File: src/rtl/sec_exc_pkg.sv
package sec_exc_pkg;
  typedef enum logic [1:0] {
    SEL_NRM_BASE = 2'd0,
    SEL_SEC_BASE = 2'd1,
    SEL_MON_BASE = 2'd2,
    SEL_LOCK     = 2'd3
  } reg_sel_e;

  localparam int unsigned SLOT_W = 5;

  // byte offset of each exception slot inside a table
  function automatic logic [SLOT_W-1:0] slot_offset(input logic [2:0] kind);
    logic [SLOT_W-1:0] off;
    case (kind)
      3'd5:    off = 5'h18;
      3'd6:    off = 5'h1C;
      3'd7:    off = 5'h14;
      default: off = {kind, 2'b00};
    endcase
    return off;
  endfunction
endpackage

File: src/rtl/vec_base_bank.sv
module vec_base_bank #(
  parameter int unsigned AW         = 32,
  parameter int unsigned ALIGN      = 5,
  parameter logic [AW-1:0] HI_BASE  = 32'hFFFF0000
) (
  input  logic          clk,
  input  logic          rst,
  input  logic          hivec_strap,
  input  logic          wr_en,
  input  logic [1:0]    wr_sel,
  input  logic [AW-1:0] wdata,
  output logic [AW-1:0] nrm_base,
  output logic [AW-1:0] sec_base,
  output logic [AW-1:0] mon_base
);
  localparam int unsigned NBANK = 3;
  localparam int unsigned HW    = AW - ALIGN;

  logic [HW-1:0] base_q [NBANK];

  for (genvar gi = 0; gi < NBANK; gi++) begin : g_bank
    always_ff @(posedge clk) begin
      if (rst) begin
        if (gi == 1)
          base_q[gi] <= hivec_strap ? HI_BASE[AW-1:ALIGN] : '0;
        else
          base_q[gi] <= '0;
      end else if (wr_en && wr_sel == 2'(gi)) begin
        base_q[gi] <= wdata[AW-1:ALIGN];
      end
    end
  end

  assign nrm_base = {base_q[0], {ALIGN{1'b0}}};
  assign sec_base = {base_q[1], {ALIGN{1'b0}}};
  assign mon_base = {base_q[2], {ALIGN{1'b0}}};
endmodule

File: src/rtl/psr_guard.sv
module psr_guard #(
  parameter int unsigned LOCK_W = 2
) (
  input  logic              clk,
  input  logic              rst,
  input  logic              lock_wr_en,
  input  logic [LOCK_W-1:0] lock_wdata,
  input  logic              psr_wr_en,
  input  logic              psr_wr_ns,
  input  logic [LOCK_W:0]   psr_wdata,
  output logic [LOCK_W-1:0] lock_q,
  output logic [LOCK_W:0]   psr_q
);
  logic [LOCK_W:0] psr_nxt;

  always_ff @(posedge clk) begin
    if (rst)             lock_q <= '0;
    else if (lock_wr_en) lock_q <= lock_wdata;
  end

  // bit 0 (I) is never guarded; bit k+1 is guarded by lock bit k
  always_comb begin
    psr_nxt[0] = psr_wdata[0];
    for (int k = 0; k < LOCK_W; k++)
      psr_nxt[k+1] = (psr_wr_ns && lock_q[k]) ? psr_q[k+1] : psr_wdata[k+1];
  end

  always_ff @(posedge clk) begin
    if (rst)            psr_q <= '1;
    else if (psr_wr_en) psr_q <= psr_nxt;
  end
endmodule

File: src/rtl/vec_addr_gen.sv
module vec_addr_gen
  import sec_exc_pkg::*;
#(
  parameter int unsigned AW = 32
) (
  input  logic          clk,
  input  logic          rst,
  input  logic [AW-1:0] nrm_base,
  input  logic [AW-1:0] sec_base,
  input  logic [AW-1:0] mon_base,
  input  logic          exc_valid,
  input  logic [2:0]    exc_type,
  input  logic          exc_ns,
  input  logic          exc_to_mon,
  output logic          vec_valid,
  output logic [AW-1:0] vec_addr
);
  logic [AW-1:0] table_base;

  always_comb begin
    if (exc_to_mon)  table_base = mon_base;
    else if (exc_ns) table_base = nrm_base;
    else             table_base = sec_base;
  end

  always_ff @(posedge clk) begin
    if (rst) begin
      vec_valid <= 1'b0;
      vec_addr  <= '0;
    end else begin
      vec_valid <= exc_valid;
      if (exc_valid)
        vec_addr <= table_base + AW'(slot_offset(exc_type));
    end
  end
endmodule

File: src/rtl/sec_exc_ctrl.sv
module sec_exc_ctrl
  import sec_exc_pkg::*;
#(
  parameter int unsigned AW     = 32,
  parameter int unsigned ALIGN  = 5,
  parameter int unsigned LOCK_W = 2
) (
  input  logic          clk,
  input  logic          rst,
  input  logic          hivec_strap,
  input  logic          reg_wr_en,
  input  logic          reg_rd_en,
  input  logic          reg_ns,
  input  logic [1:0]    reg_sel,
  input  logic [AW-1:0] reg_wdata,
  output logic [AW-1:0] reg_rdata,
  input  logic          exc_valid,
  input  logic [2:0]    exc_type,
  input  logic          exc_ns,
  input  logic          exc_to_mon,
  output logic          vec_valid,
  output logic [AW-1:0] vec_addr,
  input  logic          psr_wr_en,
  input  logic          psr_wr_ns,
  input  logic [2:0]    psr_wdata,
  output logic [2:0]    psr_mask
);
  logic [AW-1:0]     nrm_base, sec_base, mon_base;
  logic [LOCK_W-1:0] prot_lock;
  logic              base_wr, lock_wr;

  assign base_wr = reg_wr_en && (reg_sel != SEL_LOCK);
  assign lock_wr = reg_wr_en && (reg_sel == SEL_LOCK) && !reg_ns;

  vec_base_bank #(.AW(AW), .ALIGN(ALIGN)) i_bank (
    .clk, .rst, .hivec_strap,
    .wr_en(base_wr), .wr_sel(reg_sel), .wdata(reg_wdata),
    .nrm_base, .sec_base, .mon_base
  );

  psr_guard #(.LOCK_W(LOCK_W)) i_guard (
    .clk, .rst,
    .lock_wr_en(lock_wr), .lock_wdata(reg_wdata[LOCK_W-1:0]),
    .psr_wr_en, .psr_wr_ns, .psr_wdata,
    .lock_q(prot_lock), .psr_q(psr_mask)
  );

  vec_addr_gen #(.AW(AW)) i_vec (
    .clk, .rst, .nrm_base, .sec_base, .mon_base,
    .exc_valid, .exc_type, .exc_ns, .exc_to_mon,
    .vec_valid, .vec_addr
  );

  always_ff @(posedge clk) begin
    if (rst) begin
      reg_rdata <= '0;
    end else if (reg_rd_en) begin
      case (reg_sel)
        SEL_NRM_BASE: reg_rdata <= nrm_base;
        SEL_SEC_BASE: reg_rdata <= sec_base;
        SEL_MON_BASE: reg_rdata <= mon_base;
        default:      reg_rdata <= reg_ns ? '0 : AW'(prot_lock);
      endcase
    end
  end
endmodule

File: config.mk
export PLATFORM = sky130hd
export DESIGN_NAME = sec_exc_ctrl
export DESIGN_NICKNAME = d
export VERILOG_FILES = /design/src/rtl/sec_exc_pkg.sv /design/src/rtl/vec_base_bank.sv /design/src/rtl/psr_guard.sv /design/src/rtl/vec_addr_gen.sv /design/src/rtl/sec_exc_ctrl.sv
export SDC_FILE = /design/constraint.sdc
export NUM_CORES = 1
export LEC_CHECK = 0
export BUFFER_PORTS_ARGS = -buffer_cell sky130_fd_sc_hd__buf_2
export CAP_MARGIN = 25
export CELL_PAD_IN_SITES_DETAIL_PLACEMENT = 0
export CELL_PAD_IN_SITES_GLOBAL_PLACEMENT = 1
export CORE_ASPECT_RATIO = 2
export CORE_MARGIN = 1
export CORE_UTILIZATION = 44
export DETAILED_ROUTE_END_ITERATION = 12
export GPL_TIMING_DRIVEN = 0
export PLACE_DENSITY_LB_ADDON = 0.1
export RECOVER_POWER = 50
export SYNTH_ARGS = -nofsm -noshare
export SYNTH_HDL_FRONTEND = slang
export SYNTH_SLANG_ARGS = --single-unit
File: constraint.sdc
create_clock -name clk -period 2.43 [get_ports clk]
set_input_delay 0.243 -clock clk [delete_from_list [all_inputs] [get_ports clk]]
set_output_delay 0.243 -clock clk [all_outputs]
set_load 0.02 [all_outputs]
* Yosys cells after proc, flatten, opt, wreduce, memory -nomap -nowiden
Memory sizes are Yosys's and may differ from the RTL's.
Index checks and enable logic that the tools add are counted.
** Word-level totals
- Flip-flop bits (word level) :: 70
- Bits in writable memories :: 81
- Memories :: 1
** Memories
- i_bank.base_q :: depth 3, width 27, read ports 3, clocked after Yosys merged registers in 0, wr ports 3, RTL line vec_base_bank.sv:19 : logic [HW-1:0] base_q [NBANK];
** Cells by class
- $add $sub $neg :: 1
- Equal/unequal tests :: 7
- Mux-type cells :: 22
- Bitwise gates (word level) :: 5
- Reductions and logical operators :: 12
** Operator list (count)
- $mux W27 :: 4
- $pmux W32 S3 :: 1
- $mux W32 :: 2
- $add A32 B5 Y32 :: 1
- $pmux W5 S3 :: 1
- $mux W1 :: 11
- $mux W5 :: 2
- $eq A3 B3 Y1 const B :: 3
- $logic_and A1 B1 Y1 :: 8
- $eq A2 B2 Y1 const B :: 2
- $reduce_and A2 Y1 :: 2
- $or A1 B1 Y1 :: 3
- $eq A2 B1 Y1 const B :: 1
- $logic_not A2 Y1 :: 1
- $mux W2 :: 1
- $ne A2 B2 Y1 const B :: 1
- $not A1 Y1 :: 2
- $logic_not A1 Y1 :: 1

* Logic depth before layout (Yosys ltp)
Gate-level depths: netlist of the first run.
- Word-level depth :: 7
- Gate-level depth with buffers :: 7
- Mapped depth without buffers :: 3

* Modules after synthesis
Synthesis of the first run repeated with hierarchy kept, for this count alone.
** Second synthesis, totals
- Cell total of the unflattened synthesis :: 729
- Area total of the unflattened synthesis :: 7958.9 um^2
** Modules (own cells, without submodules)
- vec_base_bank :: times used 1, cells an instance 194, area each 3296.9 um^2, sequential area each 2432.3 um^2
- vec_addr_gen :: times used 1, cells an instance 299, area each 2556.2 um^2, sequential area each 660.6 um^2
- sec_exc_ctrl :: times used 1, cells an instance 217, area each 1909.3 um^2, sequential area each 640.6 um^2
- psr_guard :: times used 1, cells an instance 19, area each 196.4 um^2, sequential area each 100.1 um^2

* Worst setup path before layout of the first run
No wires, ideal clock.
- Path type :: in2reg
- Start :: input port reg_sel[0]
- End :: memory i_bank.base_q[2][0] (netlist bit), enable pin
- Library setup time :: 0.383 ns
- Data arrival time :: 1.437 ns
- Data required time :: 2.047 ns
- Slack :: 0.611 ns
- Cell stages on the path :: 5
- Path buffers :: 3
- Cells stage by stage :: buf_2 > nor2b_1 > buf_4 > buf_6 > a21o_1
** RTL lines
- start: declaration :: RTL line sec_exc_ctrl.sv:14 : input logic [1:0] reg_sel,
- end: declaration :: RTL line vec_base_bank.sv:19

==> results.sh, run 1 <==
export IMPL_fin_crit_ns=1.97
export IMPL_reg2reg_depth=3
export IMPL_clock_latency_ns=0.43
export IMPL_detailroute_wirelength_met3_um=896
export IMPL_power_density_mw_per_mm2=771
export IMPL_hold_start="psr_wdata[0]"
export IMPL_clockBufferDepth=2
export IMPL_path_clk_slew_ns=0.06
export IMPL_swShare_pct=26.4
export IMPL_vias_per_cell=5.51
export IMPL_final_nets=769
export IMPL_ys_top_cells_by_area="edfxtp_1 (37%), dfxtp_1 (20%), and2_1 (6.2%)"
export IMPL_drv_cap=0
export IMPL_synth_distinct_cells=35
export IMPL_ctsHoldBuffers=0
export IMPL_clock_sinks=146
export IMPL_r2r_slack_ns=1.08
export IMPL_finalSetupViolations=0
export IMPL_p_leak_uw=0.00287
export IMPL_design_area_mm2=0.00789
export IMPL_n_fill_cell=1398
export IMPL_syn2layout_area_growth_pct=19.4
export IMPL_netlist_area_mm2=0.00661
export IMPL_place_area_mm2=0.00745
export IMPL_grt_pass1_vias=5285
export IMPL_worst_ep_required_time_ns=2.55
export IMPL_tightest_slew_ns=0.847
export IMPL_p_switching_uw=1610
export IMPL_synth_warnings=0
export IMPL_grt_max_degree=28
export IMPL_critPathMaxFanout=15
export IMPL_cts_tree="yes"
export IMPL_ant_nets=0
export IMPL_drc_errors=0
export IMPL_wl_per_cell_um=20.2
export IMPL_clockPowerShare_pct=40.2
export IMPL_hold_violations=0
export IMPL_cts_inserted_buffers=17
export IMPL_yosys_area_top_type_share_pct=36.8
export IMPL_r2r_start="i_bank.base_q[1][6]"
export IMPL_peakVddDrop_uv=457
export IMPL_layout_commonest_cell="clkbuf_1"
export IMPL_synth_area_leader_cell="edfxtp_1"
export IMPL_num_vias=5103
export IMPL_regArea_mm2=0.00373
export IMPL_slew_headroom_pct=43.6
export IMPL_critPathLaunchType="primary input"
export IMPL_slew_viol_final=0
export IMPL_seq_area_frac_synth_pct=56.5
export IMPL_wirelength_um=18700
export IMPL_grt_overflow_total=0
export IMPL_die_area_mm2=0.0155
export IMPL_ys_seq_elements=146
export IMPL_die_w_um=88.7
export IMPL_holdPathEnd="i_guard.psr_q[0]"
export IMPL_end_kind="flip-flop"
export IMPL_combPwrFrac_pct=12.2
export IMPL_root_buffer="clkbuf_16"
export IMPL_timing_hold_ws_ns=0.0210
export IMPL_htreeDepth=4
export IMPL_crit_type="in -> reg"
export IMPL_chipHeight_um=175
export IMPL_finalClockSkew_ns=0.00911
export IMPL_syn_area_per_cell_um2=11.2
export IMPL_antenna_found_initial=0
export IMPL_port_buffers=105
export IMPL_top_layer="met4"
export IMPL_gp_congestion=0.781
export IMPL_ctsResizeCount=0
export IMPL_hp_class="in -> reg"
export IMPL_multi_input_area_mm2=0.00255
export IMPL_grt_pass1_wl_um=28200
export IMPL_grt_usage_pct=25.2
export IMPL_wl_met2_um=10400
export IMPL_met1_length_um=6980
export IMPL_firstDrtPassIters=4
export IMPL_netlist_instances=588
export IMPL_fmax_mhz=508
export IMPL_p_int_uw=4480
export IMPL_arrival_ns=2.09
export IMPL_num_io_pins=119
export IMPL_num_antenna_cells=0
export IMPL_holdPathStages=2
export IMPL_period_share_pct=81.0
export IMPL_pwr_share_seq_pct=47.6
export IMPL_rsz0062_at_grt="false"
export IMPL_outcome="finished clean"
export IMPL_postCtsSetupBuffers=0
export IMPL_drive_gt1_share_pct=17.9
export IMPL_most_common_layout_cells="clkbuf_1 (93), edfxtp_1 (81), dfxtp_1 (65), buf_2 (55), nor2b_1 (55)"
export IMPL_start_util_pct=44.9
export IMPL_drtIter0Drc=272
export IMPL_dp_hpwl_um=13100
export IMPL_rr_endpoint="reg_rdata[11]"
export IMPL_coreArea_mm2=0.0147
export IMPL_row_count=63
power by group through the flow:
stage	Sequential, uW	Clock [uW]	Combinational (uW)
after global placement	2930	0	742
after detailed placement	2940	0	768
after global routing	2920	2550	804
final	2900	2450	744
after CTS	2890	2450	771
after floorplan	3020	0	393
flip-flops by register name (all words and copies together), names as in the netlist:
register,flops
i_bank.base_q,81
i_guard.lock_q,2
i_guard.psr_q,3
i_vec.vec_addr,30
i_vec.vec_valid,1
reg_rdata,29
per-stage QoR:
stage               total power, uW  TNS [ns]  utilization (%)  cells  setup WS [ns]
floorplan                      3410         0                -    592          0.611
global placement               3680     -2.58             50.2    892        -0.0971
detailed placement             3710         0             50.5    894          0.189
CTS                            6120         0             54.3    926          0.614
global route                   6280         0             53.5    926          0.386
finish                         6090         0             53.5    926          0.461
cells in the mapped netlist, drive strengths merged:
cell     n
edfxtp  81
a211oi  29
and2b    3
a31o     1
nor4b    1
a221oi  27
nand2b  29
mux2i    2
clkbuf  22
nand4b   1
a21oi    4
xor2     1
o32ai   27
conb     1
nor2b   55
buf     35
nand3    4
mux2    27
nor2    31
nor3    27
nand2   37
inv      3
a21boi   2
and3b    2
and4bb   1
dfxtp   65
a21o     2
and2    65
a211o    3
logic make-up after synthesis:
family	synth area share, %
simple gates	21.7
xor+xnor	0.132
buf+inv	5.00
mux	4.90
flops	56.5
other cells	0.0567
compound gates	11.7
cell type report:
| cell class | count | area share, % |
|---|---|---|
| clock buffers | 18 | 5.44 |
| inverters | 3 | 0.143 |
| multi-input cells | 386 | 32.4 |
| plain buffers | 57 | 3.76 |
| flip-flops and latches | 146 | 47.3 |
| well taps | 195 | 3.09 |
| repair buffers | 107 | 6.39 |
| clock inverters | 14 | 1.49 |
metal layers:
metal  track usage, %  vias to the layer above
li1                 -                     2371
met1             27.1                     2502
met2             46.0                      193
met3             4.37                       37
met4             12.3                        0
met5                0                        -
how the worst max path moves through the flow:
stage	start	endpoint	slack [ns]	cells past startpoint
2_1_floorplan	reg_sel[0]	i_bank.base_q[2][0]	0.61	5
3_3_place_gp	reg_sel[1]	i_bank.base_q[2][13]	-0.1	5
3_5_place_dp	reg_sel[1]	i_bank.base_q[2][12]	0.19	6
4_1_cts	reg_sel[1]	i_bank.base_q[2][12]	0.61	6
5_1_grt	reg_sel[1]	i_bank.base_q[2][11]	0.39	6
6_report	reg_sel[1]	i_bank.base_q[2][12]	0.46	6
worst max-delay path, stage by stage:
cell      delay (ns)
clkbuf_1        0.32
nor2b_1         0.21
buf_4           0.23
buf_6           0.18
a21o_1          0.65
buf_16          0.24
Power figures use the tool's default switching activity.
==> inputs of run 2 (changes only) <==
--- a/config.mk
+++ b/config.mk
@@ -5,13 +5,14 @@
 export SDC_FILE = /design/constraint.sdc
 export NUM_CORES = 1
 export LEC_CHECK = 0
+export ABC_AREA = 1
 export BUFFER_PORTS_ARGS = -buffer_cell sky130_fd_sc_hd__buf_2
 export CAP_MARGIN = 25
 export CELL_PAD_IN_SITES_DETAIL_PLACEMENT = 0
 export CELL_PAD_IN_SITES_GLOBAL_PLACEMENT = 1
 export CORE_ASPECT_RATIO = 2
 export CORE_MARGIN = 1
-export CORE_UTILIZATION = 44
+export CORE_UTILIZATION = 38
 export DETAILED_ROUTE_END_ITERATION = 12
 export GPL_TIMING_DRIVEN = 0
 export PLACE_DENSITY_LB_ADDON = 0.1
==> constraint.sdc (replaced) <==
create_clock -name clk -period 1.75 [get_ports clk]
set_input_delay 0.175 -clock clk [delete_from_list [all_inputs] [get_ports clk]]
set_output_delay 0.175 -clock clk [all_outputs]
set_load 0.02 [all_outputs]
==> results.sh, run 2 <==
export IMPL_clockBufferDepth=2
export IMPL_synth_warnings=0
export IMPL_grt_pass1_vias=5504
export IMPL_grt_pass1_wl_um=30000
export IMPL_cpMaxStageDelayCell="clkbuf_1"
export IMPL_drc_errors=0
export IMPL_cts_inserted_buffers=17
export IMPL_grt_overflow_total=0
export IMPL_coreArea_mm2=0.0164
export IMPL_fin_crit_ns=1.60
export IMPL_hp_class="in -> reg"
export IMPL_path_cells="clkbuf_1 > inv_1 > nor2_1 > nand3_1 > clkbuf_1 > nor2_1"
export IMPL_peakVddDrop_uv=705
export IMPL_arrival_ns=1.75
export IMPL_ys_seq_elements=146
export IMPL_synth_area_leader_cell="edfxtp_1"
export IMPL_drive_gt1_share_pct=15.1
export IMPL_outcome="finished clean"
export IMPL_ant_nets=0
export IMPL_final_cells=1078
export IMPL_end_kind="flip-flop"
export IMPL_seq_area_frac_synth_pct=58.2
export IMPL_worst_ep_required_time_ns=1.90
export IMPL_power_uw=8440
export IMPL_wl_per_cell_um=19.0
export IMPL_crit_type="in -> reg"
export IMPL_yosys_area_top_type_share_pct=37.9
export IMPL_tightest_slew_ns=0.827
export IMPL_synth_xor_area_share_pct=0.137
export IMPL_grt_max_degree=28
export IMPL_clock_sinks=146
export IMPL_grt_usage_pct=24.1
export IMPL_die_w_um=93.8
export IMPL_postCtsSetupBuffers=0
export IMPL_multi_input_area_mm2=0.00213
export IMPL_ys_top_cells_by_area="edfxtp_1 (38%), dfxtp_1 (20%), nand2_1 (7.4%)"
export IMPL_final_nets=911
export IMPL_cts_tree="yes"
export IMPL_num_io_pins=119
export IMPL_path_clk_slew_ns=0.06
export IMPL_slew_viol_final=0
export IMPL_period_share_pct=91.2
export IMPL_netlist_area_mm2=0.00641
export IMPL_synth_top_cells_by_count="nand2_1 (126), a21oi_1 (88), nand3_1 (85)"
export IMPL_yosys_area_share_simple_pct=19.3
export IMPL_clock_latency_ns=0.43
export IMPL_hold_violations=0
export IMPL_p_leak_uw=0.00328
export IMPL_cp_slowest_stage_delay_ns=0.53
export IMPL_reg_largest_list="i_bank.base_q x81, i_vec.vec_addr x30, reg_rdata x29"
export IMPL_fmax_mhz=626
export IMPL_synth_area_mux_share_pct=0
export IMPL_critPathMaxFanout=10
export IMPL_port_buffers=107
export IMPL_num_vias=5688
export IMPL_synth_fa_ha_area_share_pct=0
export IMPL_htreeDepth=4
export IMPL_syn2layout_area_growth_pct=21.1
export IMPL_n_fill_cell=1615
export IMPL_gp_congestion=0.796
export IMPL_drtIter0Drc=323
export IMPL_rsz0062_at_grt="false"
export IMPL_largest_register_ffs=81
export IMPL_antenna_found_initial=1
export IMPL_vias_per_cell=5.28
export IMPL_yosys_cell_count_top_type="nand2_1"
export IMPL_largest_register="i_bank.base_q"
export IMPL_finalSetupViolations=0
export IMPL_async_reset_ff_share_pct=0
export IMPL_chipHeight_um=186
export IMPL_firstDrtPassIters=5
export IMPL_synth_top_family_by_area="simple AND/OR/NAND/NOR gates"
export IMPL_drv_cap=0
export IMPL_start_util_pct=39.2
export IMPL_finalClockSkew_ns=0.0103
export IMPL_dp_cells=1040
export IMPL_synth_top_flop_cell="edfxtp_1"
export IMPL_layout_commonest_cell="nand2_1"
export IMPL_row_count=66
export IMPL_wirelength_um=20400
export IMPL_synth_distinct_cells=24
export IMPL_root_buffer="clkbuf_16"
export IMPL_regArea_mm2=0.00373
export IMPL_most_common_layout_cells="nand2_1 (123), nand3_1 (88), a21oi_1 (88), buf_2 (87), edfxtp_1 (81)"
export IMPL_netlist_instances=724
export IMPL_dp_hpwl_um=14200
export IMPL_critPathLaunchType="primary input"
export IMPL_slew_headroom_pct=44.7
export IMPL_synth_compound_area_share_pct=13.9
export IMPL_synth_edff_count=81
export IMPL_power_density_mw_per_mm2=1090
export IMPL_syn_area_per_cell_um2=8.85
export IMPL_die_area_mm2=0.0174
==> run 2: worst paths after layout <==
path	start	to	slack (ns)	depth (start not counted)
worst max-delay path	reg_sel[1]	i_bank.base_q[2][13]	0.15	6
worst min-delay path	exc_type[0]	i_vec.vec_addr[2]	0.02	3
worst max register to register	i_bank.base_q[1][16]	reg_rdata[21]	0.69	4
worst min register to register	reg_rdata[11]	reg_rdata[11]	0.46	2
==> run 2: what timing repair did <==
| action | 4_1_cts | 5_1_grt |
|---|---|---|
| hold buffers | 5 | 0 |
| setup endpoints to repair | 12 | 0 |
| endpoints found under the hold margin | 5 | 0 |
| gates resized for setup | 1 | 0 |
==> run 2: cells by family after synthesis <==
| logic type | Yosys count |
|---|---|
| AO/OA/AOI/OAI | 164 |
| flip-flops | 146 |
| AND/OR/NAND/NOR | 291 |
| XOR/XNOR | 1 |
| other | 1 |
| buffers and inverters | 121 |
==> run 2: layer usage <==
metal / share of wire [%] / vias to the layer above / routed length, um / track usage, %
met3: 5.0 / 48 / 1010 / 4.49
met1: 37 / 2713 / 7510 / 24.8
li1: - / 2715 / - / -
met2: 54 / 212 / 11100 / 45.0
met5: 0 / - / 0 / 0
met4: 3.9 / 0 / 796 / 13.1
==> run 2: final cells by class <==
type | instances | share of cell area, %
flip-flops and latches | 146 | 48.1
multi-input cells | 461 | 27.5
repair buffers | 113 | 7.38
clock buffers | 28 | 6.80
plain buffers | 56 | 3.53
well taps | 204 | 3.29
inverters | 65 | 3.14
clock inverters | 4 | 0.274
diodes | 1 | 0.0322
==> run 2: critical path, delay by kind of cell <==
family,cells,cell delay [ns]
and+or+nand+nor,3,0.58
buffers and inverters,3,0.98
==> run 2: power by group <==
| group | internal (uW) | leakage (uW) | switching (uW) |
|---|---|---|---|
| Clock | 2040 | 0.000274 | 1370 |
| Sequential | 3890 | 0.00133 | 131 |
| Combinational | 304 | 0.00167 | 702 |
| Total | 6230 | 0.00328 | 2200 |
==> run 2: through the flow <==
step	setup WS [ns]	hold slack [ns]	instance area [um2]	utilization (%)	TNS (ns)
after global routing	0.0581	0.0176	7760	47.5	0
after CTS	0.180	0.00645	7850	48.0	0
after detailed placement	-0.496	0.408	7250	44.3	-24.09
final	0.153	0.0152	7760	47.5	0
after floorplan	0.131	0.275	6420	-	0
after global placement	-0.759	0.391	7220	44.1	-60.55
==> inputs of run 3 (changes only) <==
--- a/config.mk
+++ b/config.mk
@@ -11,12 +11,14 @@
 export CELL_PAD_IN_SITES_DETAIL_PLACEMENT = 0
 export CELL_PAD_IN_SITES_GLOBAL_PLACEMENT = 1
 export CORE_ASPECT_RATIO = 2
-export CORE_MARGIN = 1
+export CORE_MARGIN = 8
 export CORE_UTILIZATION = 38
+export CTS_CLUSTER_SIZE = 28
 export DETAILED_ROUTE_END_ITERATION = 12
 export GPL_TIMING_DRIVEN = 0
 export PLACE_DENSITY_LB_ADDON = 0.1
 export RECOVER_POWER = 50
 export SYNTH_ARGS = -nofsm -noshare
 export SYNTH_HDL_FRONTEND = slang
+export SYNTH_HIERARCHICAL = 1
 export SYNTH_SLANG_ARGS = --single-unit
==> results.sh, run 3 <==
export IMPL_async_reset_ff_share_pct=0
export IMPL_crit_type="in -> reg"
export IMPL_timing_hold_ws_ns=0.0505
export IMPL_slew_headroom_pct=52.1
export IMPL_yosys_cell_count_top_type="nand2_1"
export IMPL_ys_seq_elements=151
export IMPL_rsz0062_at_grt="true"
export IMPL_layout_setup_ws_ns=-0.290
export IMPL_root_buffer="clkbuf_16"
export IMPL_synth_top_cells_by_count="nand2_1 (367), nor2_1 (165), nand3_1 (162)"
export IMPL_reg_largest_list="i_bank/base_q x81, i_vec/vec_addr x32, reg_rdata x32"
export IMPL_largest_register_ffs=81
export IMPL_fmax_mhz=490
export IMPL_wl_per_cell_um=18.8
export IMPL_arrival_ns=2.22
export IMPL_power_density_mw_per_mm2=882
export IMPL_r2r_slack_ns=-0.06
export IMPL_htreeDepth=4
export IMPL_num_io_pins=119
export IMPL_grt_pass1_wl_um=47600
export IMPL_end_kind="flip-flop"
export IMPL_yosys_area_top_type_share_pct=27.3
export IMPL_antenna_found_initial=0
export IMPL_netlist_area_mm2=0.00890
export IMPL_clock_latency_ns=0.44
export IMPL_swShare_pct=29.9
export IMPL_synth_warnings=6
export IMPL_grt_usage_pct=22.7
export IMPL_clockPowerShare_pct=37.3
export IMPL_slew_viol_final=0
export IMPL_row_count=79
export IMPL_syn2layout_area_growth_pct=24.1
export IMPL_syn_area_per_cell_um2=7.38
export IMPL_regArea_mm2=0.00383
export IMPL_worst_ep_required_time_ns=1.93
export IMPL_tightest_slew_ns=0.718
export IMPL_grt_pass1_vias=8335
export IMPL_peakVddDrop_uv=765
export IMPL_synth_edff_count=81
export IMPL_num_antenna_cells=0
export IMPL_n_fill_cell=2503
export IMPL_cts_tree="yes"
export IMPL_clockBufferDepth=2
export IMPL_p_leak_uw=0.00498
export IMPL_holdPathStages=3
export IMPL_drc_errors=0
export IMPL_combPwrFrac_pct=20.0
export IMPL_cts_inserted_buffers=17
export IMPL_ys_top_cells_by_area="edfxtp_1 (27%), dfxtp_1 (16%), nand2_1 (15%)"
export IMPL_rr_endpoint="i_vec/vec_addr[16]"
export IMPL_synth_area_leader_cell="edfxtp_1"
export IMPL_port_buffers=112
export IMPL_period_share_pct=117
export IMPL_synth_top_flop_cell="edfxtp_1"
export IMPL_dp_hpwl_um=24800
export IMPL_power_uw=9740
export IMPL_p_int_uw=6830
export IMPL_r2r_start="i_bank/base_q[1][5]"
export IMPL_most_common_layout_cells="nand2_1 (353), nor2_1 (156), nand3_1 (155), inv_1 (89), clkbuf_1 (84)"
export IMPL_holdPathEnd="i_bank/base_q[1][15]"
export IMPL_firstDrtPassIters=5
export IMPL_grt_overflow_total=0
export IMPL_wirelength_um=31700
export IMPL_finalClockSkew_ns=0.0111
export IMPL_drive_gt1_share_pct=22.6
export IMPL_critPathMaxFanout=10
export IMPL_hp_class="in -> reg"
export IMPL_drtIter0Drc=433
export IMPL_seq_area_frac_synth_pct=43.1
export IMPL_num_vias=8310
export IMPL_ant_nets=0
export IMPL_fin_crit_ns=2.04
export IMPL_finalSetupViolations=151
export IMPL_p_switching_uw=2910
export IMPL_netlist_instances=1205
export IMPL_hold_start="reg_wdata[20]"
export IMPL_drv_cap=0
export IMPL_largest_register="i_bank/base_q"
export IMPL_gp_congestion=0.884
export IMPL_pwr_share_seq_pct=42.7
export IMPL_chipHeight_um=232
export IMPL_die_w_um=124
export IMPL_clock_sinks=151
export IMPL_grt_max_degree=18
export IMPL_violations="negative setup slack"
export IMPL_critPathLaunchType="primary input"
export IMPL_multi_input_area_mm2=0.00439
export IMPL_die_area_mm2=0.0289
export IMPL_vias_per_cell=4.93
export IMPL_final_nets=1443
export IMPL_outcome="finished with violations"
export IMPL_coreArea_mm2=0.0231
export IMPL_layout_commonest_cell="nand2_1"
export IMPL_hold_violations=0
export IMPL_path_clk_slew_ns=0.06
export IMPL_reg2reg_depth=14
export IMPL_synth_distinct_cells=41
export IMPL_start_util_pct=38.5
## run 3: area by class of cell
class / instances / area share, %
repair buffers: 151 / 8.00
flip-flops and latches: 151 / 34.7
multi-input cells: 886 / 39.8
inverters: 105 / 3.77
clock inverters: 7 / 0.612
well taps: 283 / 3.21
plain buffers: 76 / 5.29
clock buffers: 25 / 4.60
## run 3: worst max path at each step
| stage | depth (start not counted) | end | start |
|---|---|---|---|
| 3_5_place_dp | 18 | i_vec/vec_addr[20] | exc_to_mon |
| 6_report | 7 | i_bank/base_q[2][11] | reg_sel[1] |
| 2_1_floorplan | 19 | i_vec/vec_addr[20] | exc_to_mon |
| 4_1_cts | 20 | i_vec/vec_addr[22] | exc_to_mon |
| 5_1_grt | 18 | i_vec/vec_addr[12] | exc_to_mon |
| 3_3_place_gp | 18 | i_vec/vec_addr[22] | exc_to_mon |
## run 3: cell families after synthesis
kind of cell               share of synthesized area [%]
AOI/OAI and AO/OA                                   6.34
muxes                                              0.127
adders and majority gates                          0.647
xor gates and xnor gates                           0.788
buffers and inverters                               11.0
DFF                                                 43.1
and+or+nand+nor                                     38.0
other                                             0.0422
## run 3: layer usage
metal / share of wire [%] / wire length (um) / global-route usage (%) / vias to the layer above
li1: - / - / - / 4195
met1: 35 / 11000 / 21.4 / 3847
met2: 57 / 18100 / 44.2 / 207
met3: 3.6 / 1140 / 3.35 / 61
met4: 4.6 / 1460 / 12.0 / 0
met5: 0 / 0 / 0 / -
## run 3: stage by stage
stage          setup slack, ns  instance area, um2  std cells  util (%)  TNS, ns
2_1_floorplan           -0.451                9050       1219         -    -8.35
4_1_cts                 -0.344               11100       1677      47.8    -5.76
3_5_place_dp             -1.27               10000       1616      43.3   -79.12
6_report                -0.290               11000       1684      47.7   -25.23
3_3_place_gp             -1.29                9970       1614      43.1  -103.31
5_1_grt                 -0.418               11000       1684      47.7   -36.89
## run 3: repair_timing
action	CTS	global route
hold buffers	6	0
endpoints found under the hold margin	5	0
setup buffers	22	9
endpoints found under the setup margin	88	45
pin swaps	19	19
gates resized for setup	56	26
gates cloned	1	0
## run 3: power groups by stage
stage | Combinational, uW | Sequential [uW] | Clock, uW
finish | 1950 | 4160 | 3630
global route | 2130 | 4200 | 3820
CTS | 1980 | 4150 | 3720
detailed placement | 1820 | 4230 | 0
global placement | 1790 | 4230 | 0
floorplan | 1060 | 4330 | 0
## run 3: worst max-delay path, stage by stage
cell	delay [ns]
clkbuf_1	0.45
clkbuf_2	0.44
buf_4	0.29
a21oi_4	0.11
nand4_2	0.29
buf_2	0.35
nor2_1	0.10
